### src/rtl/cbuf_pkg.sv
package cbuf_pkg;

    // Destination register class recorded per entry
    typedef enum logic [1:0] {
        DC_NONE = 2'b00,
        DC_GPR  = 2'b01,
        DC_FPR  = 2'b10,
        DC_CRF  = 2'b11
    } dclass_t;

    // Controller states
    typedef enum logic {
        CB_RUN     = 1'b0,
        CB_RECOVER = 1'b1
    } cb_state_e;

endpackage

### src/rtl/cbuf_alloc_ctl.sv
module cbuf_alloc_ctl #(
    parameter int DEPTH  = 16,
    parameter int DISP_W = 4,
    parameter int MAX_BR = 4,
    parameter int IDX_W  = $clog2(DEPTH),
    parameter int DC_W   = $clog2(DISP_W + 1),
    parameter int OCC_W  = IDX_W + 1
) (
    input  logic [OCC_W-1:0]        occ,
    input  logic [OCC_W-1:0]        unres,
    input  logic [IDX_W-1:0]        tail_idx,
    input  logic [DC_W-1:0]         disp_cnt,
    input  logic [DISP_W-1:0]       disp_br,
    input  logic                    disp_open,
    output logic                    disp_stall,
    output logic                    disp_take,
    output logic [DISP_W*IDX_W-1:0] disp_tags
);

    int  new_br;
    logic over_cap;
    logic over_br;

    // Count branches among the requested lanes and check both limits
    always_comb begin
        new_br = 0;
        for (int i = 0; i < DISP_W; i++) begin
            if (i < int'(disp_cnt) && disp_br[i]) begin
                new_br = new_br + 1;
            end
        end
        over_cap   = int'(disp_cnt) > (DEPTH - int'(occ));
        over_br    = (int'(unres) + new_br) > MAX_BR;
        disp_stall = (disp_cnt != '0) && (!disp_open || over_cap || over_br);
        disp_take  = (disp_cnt != '0) && !disp_stall;
    end

    for (genvar gl = 0; gl < DISP_W; gl++) begin : g_tag
        assign disp_tags[gl*IDX_W +: IDX_W] = tail_idx + IDX_W'(gl);
    end

endmodule

### src/rtl/cbuf_retire_sel.sv
module cbuf_retire_sel
    import cbuf_pkg::*;
#(
    parameter int DEPTH     = 16,
    parameter int RET_W     = 4,
    parameter int GPR_PORTS = 2,
    parameter int FPR_PORTS = 1,
    parameter int CRF_PORTS = 2,
    parameter int IDX_W     = $clog2(DEPTH),
    parameter int OCC_W     = IDX_W + 1,
    parameter int RC_W      = $clog2(RET_W + 1)
) (
    input  logic [IDX_W-1:0]           head_idx,
    input  logic [OCC_W-1:0]           occ,
    input  logic [DEPTH-1:0]           e_fin,
    input  logic [DEPTH-1:0]           e_br,
    input  logic [DEPTH-1:0]           e_res,
    input  logic [DEPTH-1:0][1:0]      e_cls,
    output logic [RC_W-1:0]            ret_cnt,
    output logic [RET_W*IDX_W-1:0]     ret_tags
);

    // Walk the oldest RET_W slots; stop at the first one that cannot leave
    always_comb begin
        logic             go;
        logic [IDX_W-1:0] idx;
        int               n_gpr;
        int               n_fpr;
        int               n_crf;
        go       = 1'b1;
        n_gpr    = 0;
        n_fpr    = 0;
        n_crf    = 0;
        ret_cnt  = '0;
        ret_tags = '0;
        for (int k = 0; k < RET_W; k++) begin
            idx = head_idx + IDX_W'(k);
            ret_tags[k*IDX_W +: IDX_W] = idx;
            if (go) begin
                if (OCC_W'(k) >= occ || !e_fin[idx] || (e_br[idx] && !e_res[idx])) begin
                    go = 1'b0;
                end else begin
                    case (dclass_t'(e_cls[idx]))
                        DC_GPR:  if (n_gpr >= GPR_PORTS) go = 1'b0; else n_gpr = n_gpr + 1;
                        DC_FPR:  if (n_fpr >= FPR_PORTS) go = 1'b0; else n_fpr = n_fpr + 1;
                        DC_CRF:  if (n_crf >= CRF_PORTS) go = 1'b0; else n_crf = n_crf + 1;
                        default: ;
                    endcase
                end
                if (go) begin
                    ret_cnt = ret_cnt + RC_W'(1);
                end
            end
        end
    end

    // per-class budget is never exceeded by the retiring group
    always_comb begin
        int c_gpr;
        int c_fpr;
        int c_crf;
        c_gpr = 0;
        c_fpr = 0;
        c_crf = 0;
        for (int k = 0; k < RET_W; k++) begin
            if (k < int'(ret_cnt)) begin
                case (dclass_t'(e_cls[head_idx + IDX_W'(k)]))
                    DC_GPR:  c_gpr = c_gpr + 1;
                    DC_FPR:  c_fpr = c_fpr + 1;
                    DC_CRF:  c_crf = c_crf + 1;
                    default: ;
                endcase
            end
        end
        a_r5_port_budget: assert (c_gpr <= GPR_PORTS && c_fpr <= FPR_PORTS && c_crf <= CRF_PORTS);
    end

endmodule

### src/rtl/completion_buffer.sv
module completion_buffer
    import cbuf_pkg::*;
#(
    parameter int DEPTH     = 16,
    parameter int DISP_W    = 4,
    parameter int RET_W     = 4,
    parameter int FIN_W     = 4,
    parameter int MAX_BR    = 4,
    parameter int GPR_PORTS = 2,
    parameter int FPR_PORTS = 1,
    parameter int CRF_PORTS = 2,
    parameter int IDX_W     = $clog2(DEPTH),
    parameter int DC_W      = $clog2(DISP_W + 1),
    parameter int RC_W      = $clog2(RET_W + 1)
) (
    input  logic                    clk,
    input  logic                    rst_n,
    input  logic [DC_W-1:0]         disp_cnt,
    input  logic [DISP_W-1:0]       disp_br,
    input  logic [2*DISP_W-1:0]     disp_cls,
    output logic                    disp_stall,
    output logic [DISP_W*IDX_W-1:0] disp_tags,
    output logic                    cb_full,
    input  logic [FIN_W-1:0]        fin_valid,
    input  logic [FIN_W*IDX_W-1:0]  fin_tags,
    input  logic                    res_valid,
    input  logic                    res_mispredict,
    input  logic [IDX_W-1:0]        res_tag,
    output logic [RC_W-1:0]         ret_cnt,
    output logic [RET_W*IDX_W-1:0]  ret_tags
);

    localparam int PTR_W = IDX_W + 1;
    localparam int OCC_W = IDX_W + 1;

    // Pointers carry a wrap bit above the slot index
    logic [PTR_W-1:0]         head_q;
    logic [PTR_W-1:0]         tail_q;
    logic [OCC_W-1:0]         occ;
    logic [DEPTH-1:0]         live;
    logic [DEPTH-1:0]         e_fin;
    logic [DEPTH-1:0]         e_br;
    logic [DEPTH-1:0]         e_res;
    logic [DEPTH-1:0][1:0]    e_cls;
    logic [OCC_W-1:0]         unres;
    logic [IDX_W-1:0]         head_idx;
    logic [IDX_W-1:0]         tail_idx;
    logic [IDX_W-1:0]         res_age;
    logic                     res_hit;
    logic                     flush_now;
    logic                     disp_open;
    logic                     disp_take;
    cb_state_e                st_q;
    cb_state_e                st_d;

    assign head_idx = head_q[IDX_W-1:0];
    assign tail_idx = tail_q[IDX_W-1:0];
    assign occ      = tail_q - head_q;
    assign cb_full  = (occ == OCC_W'(DEPTH));
    assign res_age  = res_tag - head_idx;

    // A slot is in flight when its distance from the head is below occupancy
    for (genvar gi = 0; gi < DEPTH; gi++) begin : g_live
        logic [IDX_W-1:0] age;
        assign age      = IDX_W'(gi) - head_idx;
        assign live[gi] = {1'b0, age} < occ;
    end

    assign res_hit   = res_valid && live[res_tag] && e_br[res_tag];
    assign flush_now = res_hit && res_mispredict;

    // Unresolved branches currently in flight
    always_comb begin
        unres = '0;
        for (int i = 0; i < DEPTH; i++) begin
            if (live[i] && e_br[i] && !e_res[i]) begin
                unres = unres + OCC_W'(1);
            end
        end
    end

    // ---------------- controller ----------------
    always_ff @(posedge clk or negedge rst_n) begin
        if (!rst_n) begin
            st_q <= CB_RUN;
        end else begin
            st_q <= st_d;
        end
    end

    always_comb begin
        st_d = st_q;
        unique case (st_q)
            CB_RUN:     if (flush_now) st_d = CB_RECOVER;
            CB_RECOVER: st_d = flush_now ? CB_RECOVER : CB_RUN;
        endcase
    end

    always_comb begin
        disp_open = 1'b0;
        unique case (st_q)
            CB_RUN:     disp_open = !flush_now;
            CB_RECOVER: disp_open = 1'b0;
        endcase
    end

    // ---------------- allocation and retirement ----------------
    cbuf_alloc_ctl #(
        .DEPTH  (DEPTH),
        .DISP_W (DISP_W),
        .MAX_BR (MAX_BR),
        .IDX_W  (IDX_W),
        .DC_W   (DC_W),
        .OCC_W  (OCC_W)
    ) u_alloc (
        .occ        (occ),
        .unres      (unres),
        .tail_idx   (tail_idx),
        .disp_cnt   (disp_cnt),
        .disp_br    (disp_br),
        .disp_open  (disp_open),
        .disp_stall (disp_stall),
        .disp_take  (disp_take),
        .disp_tags  (disp_tags)
    );

    cbuf_retire_sel #(
        .DEPTH     (DEPTH),
        .RET_W     (RET_W),
        .GPR_PORTS (GPR_PORTS),
        .FPR_PORTS (FPR_PORTS),
        .CRF_PORTS (CRF_PORTS),
        .IDX_W     (IDX_W),
        .OCC_W     (OCC_W),
        .RC_W      (RC_W)
    ) u_retire (
        .head_idx (head_idx),
        .occ      (occ),
        .e_fin    (e_fin),
        .e_br     (e_br),
        .e_res    (e_res),
        .e_cls    (e_cls),
        .ret_cnt  (ret_cnt),
        .ret_tags (ret_tags)
    );

    // ---------------- entry state and pointers ----------------
    always_ff @(posedge clk or negedge rst_n) begin
        if (!rst_n) begin
            head_q <= '0;
            tail_q <= '0;
            e_fin  <= '0;
            e_br   <= '0;
            e_res  <= '0;
            e_cls  <= '0;
        end else begin
            for (int f = 0; f < FIN_W; f++) begin
                if (fin_valid[f] && live[fin_tags[f*IDX_W +: IDX_W]]) begin
                    e_fin[fin_tags[f*IDX_W +: IDX_W]] <= 1'b1;
                end
            end
            if (res_hit) begin
                e_res[res_tag] <= 1'b1;
                e_fin[res_tag] <= 1'b1;
            end
            head_q <= head_q + PTR_W'(ret_cnt);
            if (flush_now) begin
                tail_q <= head_q + {1'b0, res_age} + PTR_W'(1);
            end else if (disp_take) begin
                for (int i = 0; i < DISP_W; i++) begin
                    if (i < int'(disp_cnt)) begin
                        e_fin[tail_idx + IDX_W'(i)] <= 1'b0;
                        e_res[tail_idx + IDX_W'(i)] <= 1'b0;
                        e_br[tail_idx + IDX_W'(i)]  <= disp_br[i];
                        e_cls[tail_idx + IDX_W'(i)] <= disp_cls[2*i +: 2];
                    end
                end
                tail_q <= tail_q + PTR_W'(disp_cnt);
            end
        end
    end

    // ---------------- assertions ----------------
    a_r1_occ_bound: assert property (@(posedge clk) disable iff (!rst_n)
        occ <= OCC_W'(DEPTH));

    a_r3_full_stalls: assert property (@(posedge clk) disable iff (!rst_n)
        (cb_full && disp_cnt != '0) |-> disp_stall);

    a_r4_ret_within_occ: assert property (@(posedge clk) disable iff (!rst_n)
        OCC_W'(ret_cnt) <= occ);

    a_r4_head_finished: assert property (@(posedge clk) disable iff (!rst_n)
        (ret_cnt != '0) |-> e_fin[head_idx]);

    a_r6_branch_resolved: assert property (@(posedge clk) disable iff (!rst_n)
        (ret_cnt != '0 && e_br[head_idx]) |-> e_res[head_idx]);

    a_r7_branch_cap: assert property (@(posedge clk) disable iff (!rst_n)
        unres <= OCC_W'(MAX_BR));

    a_r9_enter_recover: assert property (@(posedge clk) disable iff (!rst_n)
        flush_now |=> (st_q == CB_RECOVER));

    a_r9_recover_blocks: assert property (@(posedge clk) disable iff (!rst_n)
        (st_q == CB_RECOVER && disp_cnt != '0) |-> disp_stall);

endmodule

### config.mk
export PLATFORM = sky130hd
export DESIGN_NAME = completion_buffer
export DESIGN_NICKNAME = d
export VERILOG_FILES = /design/src/rtl/cbuf_pkg.sv /design/src/rtl/cbuf_alloc_ctl.sv /design/src/rtl/cbuf_retire_sel.sv /design/src/rtl/completion_buffer.sv
export SDC_FILE = /design/constraint.sdc
export NUM_CORES = 1
export LEC_CHECK = 0
export ABC_AREA = 1
export BUFFER_PORTS_ARGS = -buffer_cell sky130_fd_sc_hd__clkbuf_2
export CORE_MARGIN = 3
export CORE_UTILIZATION = 42
export CTS_CLUSTER_DIAMETER = 120
export CTS_CLUSTER_SIZE = 20
export DETAILED_ROUTE_END_ITERATION = 12
export SYNTH_ARGS = -nofsm -noshare
export SYNTH_HDL_FRONTEND = slang
export SYNTH_SLANG_ARGS = --single-unit
### constraint.sdc
create_clock -name clk -period 17.9 [get_ports clk]
set_clock_uncertainty 0.05 [all_clocks]
set_input_delay 1.79 -clock clk [delete_from_list [all_inputs] [get_ports clk]]
set_output_delay 1.79 -clock clk [all_outputs]
set_load 0.05 [all_outputs]
==> Word-level counts from Yosys, hierarchy flattened <==
Cells that the tools add are included.
{ "totals": {"out_inout_bits": 37, "reg_bits": 91} }
{ "classes": {"magnitude_cmp": 57, "bitwise_logic": 20, "n_mux": 210, "add_sub_neg": 57, "n_eq_ne": 13, "n_reduce_logical": 98} }
{ "op_table": {"columns": ["op", "n"], "rows": [
  ["two-way mux 32 bit", 40],
  ["two-way mux 16 bit", 40],
  ["adder 32 x 2 -> 32 bit (second input constant)", 8],
  ["greater-or-equal comparator 32 x 3 -> 1 bit (second input constant)", 6],
  ["bitwise AND 16 bit", 8],
  ["bitwise mux 32 bit", 4],
  ["greater-or-equal comparator 32 x 2 -> 1 bit (second input constant)", 3],
  ["bitwise OR 16 bit", 6],
  ["two-way mux 5 bit", 17],
  ["adder 5 x 1 -> 5 bit (second input constant)", 16],
  ["< comparator 4 x 5 -> 1 bit", 16],
  ["binary-select mux 1 bit (select 4 bit)", 18],
  ["< comparator 4 x 5 -> 1 bit (second input constant)", 13],
  ["bitwise mux 16 bit", 4],
  ["inverter 16 bit", 4],
  ["logical AND 1 bit", 58],
  ["two-way mux 1 bit", 52],
  ["demux 1 bit (select 4 bit)", 9],
  ["greater-or-equal comparator 4 x 1 -> 1 bit (second input constant)", 9],
  ["adder 6 x 32 -> 32 bit", 1],
  ["binary-select mux 2 bit (select 4 bit)", 4],
  ["demux 2 bit (select 4 bit)", 4],
  ["greater-than comparator 32 x 4 -> 1 bit (second input constant)", 1],
  ["greater-than comparator 4 x 32 -> 1 bit", 1],
  ["30 further kinds", 113]
]} }

==> Longest topological paths before layout <==
{ "logic_depth": {"word_depth": 55, "ltp_mapped": 72, "depth_no_buf": 70} }

==> Hierarchy <==
From an unflattened synthesis, not the netlist that was laid out.
{ "unflattened": {"cells_unflattened": 2499, "hier_area_um2": 14528.9} }
{ "by_module_without_submodules": {"columns": ["module", "seq_area_each_um2", "n_inst", "cells_each", "area_each_um2"], "rows": [
  ["completion_buffer", 2277.2, 1, 1779, 10981.8],
  ["cbuf_retire_sel", 0.0, 1, 599, 2815.2],
  ["cbuf_alloc_ctl", 0.0, 1, 121, 732.0]
]} }

==> Worst setup path after synthesis <==
No wires, ideal clock.
{ "synth_path": {"kind": "reg2out", "from": "register head_q[1]", "to": "output port disp_stall", "path_slack_ps": 3691, "n_path_buf": 5, "path_stages_with_launch": 60, "t_arrival_ps": 12369, "path_cell_list": "dfrtp_1 inv_1 clkbuf_1 clkbuf_1 ha_1 clkbuf_1 inv_1 clkbuf_1 buf_1 ha_1 nand3_1 nand2_1 nor2_1 nor2_2 nand2_4 nand2_4 or2_2 nand2_1 (+24 left out) nand2_1 nor2_1 o21ai_0 ha_1 or2_2 nand2_1 o21ai_0 ha_1 inv_1 nand2_1 o21ai_0 fa_1 or2_2 nand2_1 a21oi_1 nand3_1 nand2_1 a21oi_1"} }
{ "synth_between": {"elab_chain_len": 39, "word_cells_on_any_way": 111, "classes_between": "add/sub (34); order compare (18); mux (19); reduce/logical (40)"} }
{ "synth_rtl": {"columns": ["element", "line_no", "text"], "rows": [
  ["from (decl)", "completion_buffer.sv:37", "logic [PTR_W-1:0] head_q;"],
  ["from (signal assigned)", "completion_buffer.sv:166", "head_q <= head_q + PTR_W'(ret_cnt);"],
  ["subtractor 5 bit or subtractor 1 x 4 -> 4 bit (tied branches)", "completion_buffer.sv:58, completion_buffer.sv:65", null],
  ["< comparator 4 x 5 -> 1 bit", "completion_buffer.sv:66", "assign live[gi] = {1'b0, age} < occ;"],
  ["logical AND 1 bit (2 in a row)", "completion_buffer.sv:76", "if (live[i] && e_br[i] && !e_res[i]) begin"],
  ["two-way mux 1 bit", "completion_buffer.sv:76", null],
  ["adder 5 x 1 -> 5 bit", "completion_buffer.sv:77", "unres = unres + OCC_W'(1);"],
  ["two-way mux 5 bit", "completion_buffer.sv:76", null],
  ["adder 5 x 1 -> 5 bit", "completion_buffer.sv:77", null],
  ["two-way mux 5 bit", "completion_buffer.sv:76", null],
  ["(+22 left out)", null, null],
  ["adder 5 x 1 -> 5 bit", "completion_buffer.sv:77", null],
  ["two-way mux 5 bit", "completion_buffer.sv:76", null],
  ["adder 5 x 1 -> 5 bit", "completion_buffer.sv:77", null],
  ["two-way mux 5 bit", "completion_buffer.sv:76", null],
  ["adder 6 x 32 -> 32 bit", "cbuf_alloc_ctl.sv:33", "over_br = (int'(unres) + new_br) > MAX_BR;"],
  ["greater-than comparator 32 x 4 -> 1 bit", "cbuf_alloc_ctl.sv:33", null],
  ["logical OR 1 bit (*)", "cbuf_alloc_ctl.sv:34", "disp_stall = (disp_cnt != '0) && (!disp_open || over_cap || over_br);"],
  ["logical AND 1 bit (*)", "cbuf_alloc_ctl.sv:34", null],
  ["to (decl)", "completion_buffer.sv:21", "output logic disp_stall,"]
]} }
Every way passes the cells marked *; elsewhere a longest branch is shown, timed or not. The select of a mux whose other input is x is not followed.

==> Worst setup path in the final report <==
Same ends and word-level chain as after synthesis.

==> results_dict.tcl <==
set metrics [dict create \
    period_needed_ns 14.13 \
    path_class "flop to output pin" \
    drt_iter0_drc 1769 \
    port-buffer-count 79 \
    cp-start-kind "flop" \
    grt_setup_unrepaired "false" \
    cts_resized 0 \
    avgViaCountPerCell 5.79 \
    place_congestion 1.04 \
    synth_area_leaders "nand2_1, dfrtp_1, inv_1" \
    cap_violations 0 \
    endpoint_kind "output pin" \
    grt_overflow 0 \
    cts_setup_buffers 0 \
    htreeDepth 3 \
    synth_flop_cell "dfrtp_1" \
    worst_pin_slew_ns 0.986 \
    hpwl_um 48300 \
    vias 16300 \
    fmax_mhz 70.8 \
    firstDrtPassIters 7 \
    grt_first_pass_wirelength_um 91100 \
    cpMostUsedCell "nand2_1" \
    syn-num-nets 2483 \
    hold_viol 0 \
    clk_latency_ns 0.36 \
    grt_max_degree 62 \
    wl_per_cell_um 21.5 \
    crit_slowest_cell "ha_1" \
    period_share_pct 79.0 \
    clock_sinks 91 \
    path_clk_slew_ns 0.07 \
    drc_errors 0 \
    wirelength_um 60500 \
    synth-compound-area-share_pct 23.9 \
    cts_buffer_depth 2 \
    synthAdderAreaFrac_pct 8.30 \
    track_usage_pct 33.7 \
    die-area_um2 34700 \
    cp.required_ns 16.06 \
    cpPeakStageDelay_ns 0.85 \
    cp_max_fo 39 \
    finalNetCount 2506 \
    yosysUniqueCellTypes 62 \
    synth_mux_area_share_pct 1.56 \
    ys_seq_area_share_pct 16.7 \
    cp_data_arrival_time_ns 12.29 \
    syn_inst 2353 \
    synthArstFlopShare_pct 100 \
    coreArea_um2 31800 \
    ys_ff_latch 91 \
    outcome "completed" \
    synth_edf_count 0 \
    ys_warn_count 0 \
    final.setup.tns_ns 0 \
    dieHeight_um 186 \
    max_slew_margin_pct 33.7 \
    final_cell_mix "nand2_1, inv_1, nor2_1" \
    cts_tree "built" \
    synth_top_family_by_area "simple AND/OR/NAND/NOR gates" \
    final_common_cell "nand2_1" \
    drv_slew 0 \
    synthSimpleGateAreaFrac_pct 35.0 \
    root_buffer "clkbuf_16" \
    areaGrowthSynthToFinish_pct 6.75 \
    drtAntennaViolNets 0 \
    yosysTopAreaCellShare_pct 17.7 \
    boundaryPins 80 \
    antenna_cells 0 \
    yosys.area.top_type "nand2_1" \
    die_w_um 186 \
    cts-hold-fix-buffers 0 \
    avgSynthCellArea_um2 5.80 \
    synth_xor_area_share_pct 2.04 \
    antenna_found_initial 0 \
    hp-class "flop to flop" \
    grt_pass1_vias 15100 \
    drive_gt1_share_pct 7.23 \
    synth_area_um2 13700 \
    numCtsBuffers 9 \
    setup_viol_count_final 0 \
    rows 65 \
    initial_utilization_pct 42.9 \
]
[critical path: cells and delay by family, from the launching register on]
kind | cells | cell delay [ns]
compound gates | 12 | 1.85
xor+xnor | 2 | 0.14
fa+ha+maj | 10 | 3.70
buf+inv | 7 | 1.66
flops | 1 | 0.33
simple gates | 27 | 4.18
[Yosys cell counts, types with 4 or more instances]
cell type and count:
nor2_1 249, a311oi_1 7, o21ai_0 205, a31oi_1 23, nor3_1 22, o211ai_1 29
o2111ai_1 4, o21ai_1 21, dfrtp_1 91, a31o_2 6, a221oi_1 6, fa_1 6
o21a_1 23, or2_2 20, a21oi_1 99, o22ai_1 40, mux2i_1 19, nand4_1 9
clkbuf_1 42, inv_1 340, inv_2 8, nand3_1 153, o31ai_1 9, buf_1 6
o311ai_0 7, nand2_1 644, nand2_2 16, clkinv_1 5, o32ai_1 5, o221ai_1 11
nor4_1 16, buf_2 9, a211oi_1 27, nor2_2 4, xor2_1 22, nand3b_1 6
ha_1 81, xnor2_1 8, buf_4 16
[metrics by stage]
stage	hold WS [ns]	instance area (um2)	util [%]	worst slack [ns]	instances
after detailed placement	0.429	14300	44.9	4.21	2800
after floorplan	0.409	13700	-	3.69	2353
after global placement	0.425	14300	44.9	4.53	2800
after CTS	0.446	14600	45.8	3.82	2815
after global routing	0.484	14600	45.8	2.67	2815
final	0.444	14600	45.8	3.77	2815
[worst paths after layout]
kind | cells after the start | slack (ns) | end | startpoint
max | 58 | 3.77 | disp_stall | head_q[1]$_DFF_PN0_
min | 2 | 0.44 | e_cls[31]$_DFFE_PN0P_ | e_cls[31]$_DFFE_PN0P_
max reg2reg | 60 | 4.71 | e_res[5]$_DFF_PN0_ | head_q[1]$_DFF_PN0_
min reg2reg | 2 | 0.44 | e_cls[31]$_DFFE_PN0P_ | e_cls[31]$_DFFE_PN0P_
max in group asynchronous | 2 | 15.22 | e_br[6]$_DFFE_PN0P_ | rst_n
min in group asynchronous | 1 | 1.37 | e_cls[2]$_DFFE_PN0P_ | rst_n
[area by class of cell]
class / count / area, um2
tap: 435 / 544
inverter: 354 / 1330
multi-input combinational: 1833 / 9680
clock inverter: 4 / 33.8
sequential: 91 / 2280
clock buffer: 11 / 253
fill: 3517 / 17200
timing repair buffer: 87 / 458
[logic make-up (layout without fill, tap and decap cells)]
kind of cell | Yosys count | in the layout
other cells | 1 | 1
flops | 91 | 91
xor+xnor | 31 | 31
simple gates | 1150 | 1150
fa+ha+maj | 87 | 87
mux | 21 | 21
buf+inv | 429 | 456
compound gates | 543 | 543
[layer usage]
layer,global-route usage [%],vias up,share of wire (%)
li1,-,7842,-
met1,43.4,7534,42
met2,55.1,741,45
met3,4.19,172,7.1
met4,18.3,0,6.2
met5,0,-,0
[registers in the layout, summed over array words and instances (netlist names)]
signal  count
e_res      16
st_q        1
e_cls      32
e_br       16
head_q      5
e_fin      16
tail_q      5
Power is not shown: default switching activity piles up to over one toggle a cycle in this logic, so the estimate is an artifact.
